<file path="src/rtl/hcfg_pkg.sv">
package hcfg_pkg;

    typedef enum logic [1:0] {
        ST_IDLE,
        ST_ONE_RD,
        ST_TWO_RD,
        ST_OPEN
    } unlock_state_e;

    localparam logic [2:0] IDX_RD_TIM = 3'd0;
    localparam logic [2:0] IDX_WR_TIM = 3'd1;
    localparam logic [2:0] IDX_CTRL   = 3'd3;
    localparam logic [2:0] IDX_STRAP  = 3'd5;
    localparam logic [2:0] IDX_MISC   = 3'd6;

endpackage

</file>
<file path="src/rtl/hcfg_unlock_fsm.sv">
module hcfg_unlock_fsm
    import hcfg_pkg::*;
#(
    parameter int          ADDR_W    = 3,
    parameter int          BYTE_W    = 8,
    parameter int          RD_OFS    = 1,
    parameter int          GATE_OFS  = 2,
    parameter logic [7:0]  OPEN_KEY  = 8'h03,
    parameter logic [7:0]  CLOSE_KEY = 8'h83
) (
    input  logic              clk,
    input  logic              rst_n,
    input  logic              acc_valid,
    input  logic              acc_write,
    input  logic              acc_word,
    input  logic [ADDR_W-1:0] acc_addr,
    input  logic [BYTE_W-1:0] acc_wbyte,
    output logic              bank_open,
    output logic              key_hit
);

    unlock_state_e state_q, state_d;

    logic is_seq_rd;
    logic is_open_key;
    logic is_close_key;
    logic is_gate_wr;

    assign is_seq_rd    = acc_valid && !acc_write && acc_word
                          && (acc_addr == ADDR_W'(RD_OFS));
    assign is_gate_wr   = acc_valid && acc_write && !acc_word
                          && (acc_addr == ADDR_W'(GATE_OFS));
    assign is_open_key  = is_gate_wr && (acc_wbyte == BYTE_W'(OPEN_KEY));
    assign is_close_key = is_gate_wr && (acc_wbyte == BYTE_W'(CLOSE_KEY));

    // state register
    always_ff @(posedge clk) begin
        if (!rst_n) state_q <= ST_IDLE;
        else        state_q <= state_d;
    end

    // transitions
    always_comb begin
        state_d = state_q;
        unique case (state_q)
            ST_IDLE:   if (acc_valid) state_d = is_seq_rd   ? ST_ONE_RD : ST_IDLE;
            ST_ONE_RD: if (acc_valid) state_d = is_seq_rd   ? ST_TWO_RD : ST_IDLE;
            ST_TWO_RD: if (acc_valid) state_d = is_open_key ? ST_OPEN   : ST_IDLE;
            ST_OPEN:   if (is_close_key) state_d = ST_IDLE;
            default:   state_d = ST_IDLE;
        endcase
    end

    // outputs
    always_comb begin
        bank_open = (state_q == ST_OPEN);
        key_hit   = (state_q == ST_TWO_RD) && is_open_key;
    end

endmodule

</file>
<file path="src/rtl/hcfg_regbank.sv">
module hcfg_regbank
    import hcfg_pkg::*;
#(
    parameter int               REG_W    = 8,
    parameter int               ADDR_W   = 3,
    parameter int               NUM_SETS = 2,
    parameter logic [REG_W-1:0] TIM_RST  = '0
) (
    input  logic                           clk,
    input  logic                           rst_n,
    input  logic                           cfg_wr,
    input  logic [ADDR_W-1:0]              cfg_idx,
    input  logic [REG_W-1:0]               cfg_wdata,
    input  logic                           arm_load,
    input  logic                           arm_value,
    input  logic                           strap_bit,
    output logic [REG_W-1:0]               cfg_rdata,
    output logic [NUM_SETS-1:0][REG_W-1:0] rd_tim,
    output logic [NUM_SETS-1:0][REG_W-1:0] wr_tim,
    output logic [REG_W-1:0]               ctrl_q,
    output logic [REG_W-1:0]               misc_q
);

    localparam int SEL_W = (NUM_SETS > 1) ? $clog2(NUM_SETS) : 1;

    logic             setb_armed;
    logic [SEL_W-1:0] set_sel;

    always_ff @(posedge clk) begin
        if (!rst_n)        setb_armed <= 1'b0;
        else if (arm_load) setb_armed <= arm_value;
    end

    assign set_sel = setb_armed ? misc_q[SEL_W-1:0] : '0;

    always_ff @(posedge clk) begin
        if (!rst_n) begin
            ctrl_q <= '0;
            misc_q <= '0;
        end else if (cfg_wr) begin
            if (cfg_idx == ADDR_W'(IDX_CTRL)) ctrl_q <= cfg_wdata;
            if (cfg_idx == ADDR_W'(IDX_MISC)) misc_q <= cfg_wdata;
        end
    end

    for (genvar g = 0; g < NUM_SETS; g++) begin : g_set
        logic hit;
        assign hit = cfg_wr && (set_sel == SEL_W'(g));
        always_ff @(posedge clk) begin
            if (!rst_n) begin
                rd_tim[g] <= TIM_RST;
                wr_tim[g] <= TIM_RST;
            end else if (hit) begin
                if (cfg_idx == ADDR_W'(IDX_RD_TIM)) rd_tim[g] <= cfg_wdata;
                if (cfg_idx == ADDR_W'(IDX_WR_TIM)) wr_tim[g] <= cfg_wdata;
            end
        end
    end

    logic [REG_W-1:0] cur_rd;
    logic [REG_W-1:0] cur_wr;

    always_comb begin
        cur_rd = '0;
        cur_wr = '0;
        for (int s = 0; s < NUM_SETS; s++) begin
            if (set_sel == SEL_W'(s)) begin
                cur_rd = rd_tim[s];
                cur_wr = wr_tim[s];
            end
        end
    end

    always_comb begin
        case (cfg_idx)
            ADDR_W'(IDX_RD_TIM): cfg_rdata = cur_rd;
            ADDR_W'(IDX_WR_TIM): cfg_rdata = cur_wr;
            ADDR_W'(IDX_CTRL):   cfg_rdata = ctrl_q;
            ADDR_W'(IDX_STRAP):  cfg_rdata = {{(REG_W-1){1'b0}}, strap_bit};
            ADDR_W'(IDX_MISC):   cfg_rdata = misc_q;
            default:             cfg_rdata = '0;
        endcase
    end

endmodule

</file>
<file path="src/rtl/hcfg_bank.sv">
module hcfg_bank #(
    parameter int          DATA_W    = 16,
    parameter int          REG_W     = 8,
    parameter int          ADDR_W    = 3,
    parameter int          NUM_SETS  = 2,
    parameter int          RD_OFS    = 1,
    parameter int          GATE_OFS  = 2,
    parameter int          ARM_OFS   = 3,
    parameter logic [7:0]  OPEN_KEY  = 8'h03,
    parameter logic [7:0]  CLOSE_KEY = 8'h83,
    parameter logic [7:0]  ARM_KEY   = 8'hC0
) (
    input  logic                      clk,
    input  logic                      rst_n,
    input  logic                      acc_valid,
    input  logic                      acc_write,
    input  logic                      acc_word,
    input  logic [ADDR_W-1:0]         acc_addr,
    input  logic [REG_W-1:0]          acc_wbyte,
    input  logic [DATA_W-1:0]         tf_rdata,
    input  logic                      strap_clk25,
    output logic                      tf_sel,
    output logic [DATA_W-1:0]         rdata,
    output logic                      bank_open,
    output logic [NUM_SETS*REG_W-1:0] rd_timing,
    output logic [NUM_SETS*REG_W-1:0] wr_timing,
    output logic [REG_W-1:0]          ctrl_reg,
    output logic [REG_W-1:0]          misc_reg
);

    logic                           key_hit;
    logic                           cfg_wr;
    logic                           arm_load;
    logic [REG_W-1:0]               cfg_rdata;
    logic [NUM_SETS-1:0][REG_W-1:0] rd_tim;
    logic [NUM_SETS-1:0][REG_W-1:0] wr_tim;

    hcfg_unlock_fsm #(
        .ADDR_W   (ADDR_W),
        .BYTE_W   (REG_W),
        .RD_OFS   (RD_OFS),
        .GATE_OFS (GATE_OFS),
        .OPEN_KEY (OPEN_KEY),
        .CLOSE_KEY(CLOSE_KEY)
    ) u_fsm (
        .clk      (clk),
        .rst_n    (rst_n),
        .acc_valid(acc_valid),
        .acc_write(acc_write),
        .acc_word (acc_word),
        .acc_addr (acc_addr),
        .acc_wbyte(acc_wbyte),
        .bank_open(bank_open),
        .key_hit  (key_hit)
    );

    assign cfg_wr   = bank_open && acc_valid && acc_write && !acc_word;
    assign arm_load = !bank_open && acc_valid && acc_write && !acc_word
                      && (acc_addr == ADDR_W'(ARM_OFS));

    hcfg_regbank #(
        .REG_W   (REG_W),
        .ADDR_W  (ADDR_W),
        .NUM_SETS(NUM_SETS),
        .TIM_RST ('0)
    ) u_regs (
        .clk      (clk),
        .rst_n    (rst_n),
        .cfg_wr   (cfg_wr),
        .cfg_idx  (acc_addr),
        .cfg_wdata(acc_wbyte),
        .arm_load (arm_load),
        .arm_value(acc_wbyte == REG_W'(ARM_KEY)),
        .strap_bit(strap_clk25),
        .cfg_rdata(cfg_rdata),
        .rd_tim   (rd_tim),
        .wr_tim   (wr_tim),
        .ctrl_q   (ctrl_reg),
        .misc_q   (misc_reg)
    );

    assign rd_timing = rd_tim;
    assign wr_timing = wr_tim;
    assign tf_sel    = acc_valid && !bank_open && !key_hit;

    always_comb begin
        if (!bank_open)   rdata = tf_rdata;
        else if (acc_word) rdata = '0;
        else              rdata = {{(DATA_W-REG_W){1'b0}}, cfg_rdata};
    end

endmodule

</file>
<file path="config.mk">
export PLATFORM = sky130hd
export DESIGN_NAME = hcfg_bank
export DESIGN_NICKNAME = d
export VERILOG_FILES = /design/src/rtl/hcfg_pkg.sv /design/src/rtl/hcfg_unlock_fsm.sv /design/src/rtl/hcfg_regbank.sv /design/src/rtl/hcfg_bank.sv
export SDC_FILE = /design/constraint.sdc
export NUM_CORES = 1
export LEC_CHECK = 0
export ABC_AREA = 1
export ABC_CLOCK_PERIOD_IN_PS = 4100
export BUFFER_PORTS_ARGS = -buffer_cell sky130_fd_sc_hd__buf_2
export CAP_MARGIN = 20
export CORE_MARGIN = 3
export CORE_UTILIZATION = 50
export CTS_CLUSTER_DIAMETER = 30
export CTS_CLUSTER_SIZE = 30
export DETAILED_ROUTE_END_ITERATION = 12
export PLACE_DENSITY = 0.86
export SYNTH_ARGS = -nofsm -noshare
export SYNTH_HDL_FRONTEND = slang
export SYNTH_HIERARCHICAL = 1
export SYNTH_SLANG_ARGS = --single-unit
export TNS_END_PERCENT = 100
</file>
<file path="constraint.sdc">
create_clock -name clk -period 4.1 [get_ports clk]
set_clock_uncertainty 0.05 [all_clocks]
set_input_delay 0.205 -clock clk [delete_from_list [all_inputs] [get_ports clk]]
set_output_delay 0.205 -clock clk [all_outputs]
set_load 0.05 [all_outputs]
</file>
* Word level (Yosys, flattened, before mapping)
Index checks and enable logic that the tools add are counted.
** Word-level totals
- Register bits after elaboration :: 51
- Word-level logic and storage cells :: 70
- Output and inout port bits :: 66
- Input port bits :: 33
** Operators by class
- Bitwise operators :: 1
- Equality and inequality tests :: 15
- Multiplexer cells :: 14
- Reductions and logical operators :: 32
** Operators by type and width (number)
- $pmux W8 S5 :: 1
- $mux W8 :: 3
- $logic_and A1 B1 Y1 :: 19
- $eq A8 B8 Y1 const B :: 2
- $mux W16 :: 1
- $mux W2 :: 6
- $reduce_and A2 Y1 :: 6
- $eq A8 B2 Y1 const B :: 1
- $pmux W2 S4 :: 1
- $eq A3 B2 Y1 const B :: 2
- $eq A3 B3 Y1 const B :: 2
- $ne A2 B2 Y1 const B :: 3
- $eq A2 B2 Y1 const B :: 2
- $logic_not A1 Y1 :: 4
- $reduce_and A4 Y1 :: 1
- $eq A3 B1 Y1 const B :: 1
- $logic_not A3 Y1 :: 1
- $eq A2 B1 Y1 const B :: 1
- $logic_not A2 Y1 :: 1
- $mux W1 :: 2
- $ne A2 B1 Y1 const B :: 1
- $not A1 Y1 :: 1

* Longest topological paths before layout
- Depth in word-level cells :: 7
- Mapped depth :: 11
- Gate-level depth less buffers :: 9

* Hierarchy
Netlist, hierarchy kept.
** Modules (own cells, without submodules)
- hcfg_regbank :: area an instance 2502.4 um^2, cells each 402, instances 1, sequential area each 980.9 um^2
- hcfg_bank :: area an instance 269.0 um^2, cells each 62, instances 1, sequential area each 0.0 um^2
- hcfg_unlock_fsm :: area an instance 257.7 um^2, cells each 43, instances 1, sequential area each 40.0 um^2

* Least setup slack after synthesis
No wires, ideal clock.
- Path kind :: reg2out
- From :: register u_regs.misc_q[0]
- To :: output rdata[2]
- Required time :: 3.845 ns
- Path slack :: 1.947 ns
- Path buffers :: 1
- Cell stages (with the launch flop) :: 10
- Arrival :: 1.898 ns
- Path through :: dfxtp_1 -> nand2_2 -> inv_1 -> buf_2 -> nand2_1 -> nand2_1 -> nand2_1 -> nand3_1 -> nand3_1 -> nand2_1
** On the way
- Word-level cells in the longest chain between the ends :: 5
- Elaborated cells between the ends (all ways) :: 6
- Classes of those cells :: mux: 6
** RTL lines
- start, declared :: line hcfg_regbank.sv:21 : output logic [REG_W-1:0] misc_q
- start signal, assigned :: line hcfg_regbank.sv:42 : if (cfg_idx == ADDR_W'(IDX_MISC)) misc_q <= cfg_wdata;
- $mux W1 * :: line hcfg_regbank.sv:34 : assign set_sel = setb_armed ? misc_q[SEL_W-1:0] : '0;
- $mux W8 :: line hcfg_regbank.sv:67 : if (set_sel == SEL_W'(s)) begin
- $pmux W8 S5 * :: line hcfg_regbank.sv:75 : case (cfg_idx)
- named net cfg_rdata[2] :: line hcfg_bank.sv:34 : logic [REG_W-1:0] cfg_rdata;
- $mux W8 * :: line hcfg_bank.sv:88 : else if (acc_word) rdata = '0;
- $mux W16 * :: line hcfg_bank.sv:87 : if (!bank_open) rdata = tf_rdata;
- end, declared :: line hcfg_bank.sv:23 : output logic [DATA_W-1:0] rdata,
Mark *: on every way through the listed nets, which the timed path passes. The rest lies on a longest branch.

* Final worst setup path
- From :: register u_fsm.state_q[1]
- To :: register u_regs/rd_tim[0] (netlist bit)
** On the way
- Word-level cells in the longest chain between the ends :: 6
** RTL lines
- start, declared :: line hcfg_unlock_fsm.sv:22 : unlock_state_e state_q, state_d;
- start signal, assigned :: line hcfg_unlock_fsm.sv:39 : else state_q <= state_d;
- $eq A2 B2 Y1 :: line hcfg_unlock_fsm.sv:56 : bank_open = (state_q == ST_OPEN);
- $logic_and A1 B1 Y1 (3 in series) :: line hcfg_bank.sv:57 : assign cfg_wr = bank_open && acc_valid && acc_write && !acc_word;
- named net cfg_wr :: line hcfg_bank.sv:32 : logic cfg_wr;
- $logic_and A1 B1 Y1 :: line hcfg_regbank.sv:48 : assign hit = cfg_wr && (set_sel == SEL_W'(g));
- $reduce_and A2 Y1 (no source line)
- end signal, assigned by index :: line hcfg_regbank.sv:54 : if (cfg_idx == ADDR_W'(IDX_RD_TIM)) rd_tim[g] <= cfg_wdata;
- end, declared :: line hcfg_regbank.sv:18 : output logic [NUM_SETS-1:0][REG_W-1:0] rd_tim,
The timed path passes the listed nets, and every way through them passes these cells.
A chain may end at the register's enable or synchronous reset.

==> impl_metrics.py <==
metrics = {
    "setup_path": {
        "crit_start": "u_fsm/state_q[1]",
        "cp_top_family": "simple AND/OR/NAND/NOR gates",
        "start_kind": "flip-flop",
        "end_kind": "flip-flop",
        "path_buf_inv": 1,
        "cp_num_cells": 8,
        "reg2regPathDepth": 8,
        "cpMostUsedCell": "nor2_1",
        "cp_max_fo": 21,
        "cp_cell_sequence": "nand2_1, inv_1, nand3_1, nor2_1, nand2_1, nor2_1, nor2_1, nor2_1",
        "regToRegSetupSlack_ns": 1.09,
        "slowest_delay_ns": 0.70,
        "critPathSlowestCell": "nor2_1",
        "r2r_start": "u_fsm/state_q[1]",
        "reg2reg_to": "u_regs/rd_tim[0]",
        "crit_required_ns": 4.29,
        "critical_path.endpoint": "u_regs/rd_tim[0]",
        "crit_type": "reg -> reg",
        "crit_arrival_ns": 3.21,
    },
    "global_routing": {
        "grt_max_degree": 52,
        "antenna_found_initial": 0,
        "grt_pass1_wl_mm": 15.0,
        "grt-ovfl-total": 0,
        "grt_pass1_vias": 3192,
        "track_usage_pct": 25.9,
    },
    "place": {
        "routabilityCongestion": 0.937,
        "port_buffers": 98,
        "dp_hpwl_mm": 6.70,
        "post-place-ws_ns": 1.22,
    },
    "sta": {
        "fmax_mhz": 332,
        "fin_setup_tns_ns": 0,
        "tightest_slew_ns": 0.950,
        "timing.final.ws_setup_ns": 1.09,
        "hold_violations": 0,
        "setup_violations": 0,
        "timing.final.crit_share_pct": 73.5,
        "drv_slew": 0,
        "period_minus_slack_ns": 3.01,
        "rsz0062_at_grt": "false",
        "maxSlewHeadroom_pct": 36.6,
        "holdWs_ns": 0.185,
    },
    "finish": {
        "area_delta_synth_final_pct": 19.4,
        "layout_commonest_cell": "nand2_1",
        "nets": 625,
        "n_antenna_cell": 0,
        "drive_gt1_share_pct": 20.4,
        "layout_common_cells": "nand2_1 (173), nor2_1 (106), buf_2 (98)",
        "fin_util_pct": 63.7,
    },
    "logic_synthesis": {
        "synthCells": 507,
        "yosysWarnings": 6,
        "syn-num-nets": 540,
        "yosys_register_bits": 51,
        "yosys.cell_types.count": 28,
        "ys_top_cells_by_area": "dfxtp_1 (34%), nand2_1 (21%), nor2_1 (13%), nand3_1 (11%), inv_1 (6.4%)",
        "synth_top_area_share_pct": 33.7,
        "seq_area_frac_synth_pct": 33.7,
        "syn_area_um2": 3030,
        "syn-mean-instance-area_um2": 5.97,
        "yosysTopAreaCell": "dfxtp_1",
    },
    "cts": {
        "clock_latency_ns": 0.30,
        "cts_buffer_depth": 2,
        "cts_buffers": 5,
        "cts.clk_slew.worst_paths_ns": 0.09,
        "cts_tree": "yes",
        "clkSinkCount": 51,
        "cts-htree-levels": 2,
        "cts-hold-fix-buffers": 0,
        "ctsResizeCount": 0,
        "postCtsSetupBuffers": 0,
        "clock-root-buffer": "clkbuf_8",
    },
    "detailed_routing": {
        "met1_length_mm": 3.80,
        "drcViolationCount": 0,
        "vias": 3523,
        "wl_mm": 9.18,
        "wl_per_cell_um": 13.8,
        "drt-initial-drc-count": 286,
        "wl_met2_mm": 4.23,
        "ant_nets": 0,
        "maxUsedRoutingLayer": "met4",
        "firstDrtPassIters": 5,
        "avgViaCountPerCell": 5.30,
        "dr_wl_met3_um": 906,
    },
    "power": {
        "finalPower_uw": 1050,
        "powerDensity_nw_per_um2": 292,
        "p_leak_uw": 0.00196,
        "irDropWorstVdd_mv": 0.224,
    },
    "floorplan": {
        "rows": 27,
        "start_util_pct": 53.4,
        "dieArea_um2": 7030,
        "core_um2": 5680,
        "die-height_um": 83.8,
        "die_x_um": 83.8,
        "boundaryPins": 99,
    },
    "worst_hold_path": {
        "hp-class": "in -> reg",
    },
    "run_status": {
        "status": "finished clean",
    },
    "flow_run": {
        "max_cap_viol_count": 0,
    },
}
registers in the layout, summed over array words and instances, names as in the netlist:
name,cells
u_regs/misc_q,8
u_regs/ctrl_q,8
u_regs/rd_tim,16
u_regs/setb_armed,1
u_fsm/state_q,2
u_regs/wr_tim,16
area by class of cell:
type / count / area (µm²)
Timing Repair Buffer: 99 / 498
Multi-Input combinational cell: 382 / 1670
Clock buffer: 5 / 68.8
Clock inverter: 3 / 67.6
Sequential cell: 51 / 1020
Inverter: 53 / 199
Tap cell: 72 / 90.1
Fill cell: 562 / 2060
per-layer routing:
| layer | up-vias | global-route usage (%) |
|---|---|---|
| li1 | 1729 | - |
| met1 | 1561 | 34.0 |
| met2 | 205 | 42.4 |
| met3 | 28 | 4.94 |
| met4 | 0 | 9.06 |
| met5 | - | 0 |
cells in the mapped netlist, drive strengths merged:
master and count:
inv 53, a21boi 8, nand2 174, nand4 9, dfxtp 51, nand3 69
nor3 1, nor2 112, nand3b 1, o21ai 2, o211ai 1, buf 19
a21oi 3, clkbuf 2, nor3b 1, or2 1
cells by family (layout without fill, tap and decap cells):
kind of cell	after synthesis	in the layout	synth area share, %
buf+inv	74	160	11.1
simple gates	368	368	52.1
compound gates	14	14	3.06
flops	51	51	33.7
report_power, final:
group,internal (µW),switching (µW),total [µW]
Sequential,496,1.43,498
Combinational,35.8,105,141
Clock,243,173,416
Total,776,279,1050
worst reg2reg max path: stages, from the launching register on:
cell and delay, ns:
dfxtp_1 0.40, nand2_1 0.09, inv_1 0.45, nand3_1 0.13
nor2_1 0.69, nand2_1 0.25, nor2_1 0.70, nor2_1 0.08
nor2_1 0.12
per-stage QoR:
step                instances  cell area, µm²
finish                    665            3620
global route              665            3620
CTS                       665            3620
detailed placement        657            3480
global placement          657            3480
floorplan                 507            3030
worst min path at each step:
stage                       endpoint             start  cells past startpoint  slack, ns
floorplan           u_regs/ctrl_q[0]      acc_wbyte[0]                      2       0.29
global placement    u_regs/misc_q[5]  u_regs/misc_q[5]                      2       0.43
detailed placement  u_regs/misc_q[5]  u_regs/misc_q[5]                      2       0.43
CTS                 u_regs/ctrl_q[0]      acc_wbyte[0]                      3       0.17
global route        u_regs/ctrl_q[0]      acc_wbyte[0]                      3       0.20
finish              u_regs/ctrl_q[0]      acc_wbyte[0]                      3       0.18
(Power assumes the default switching activity.)
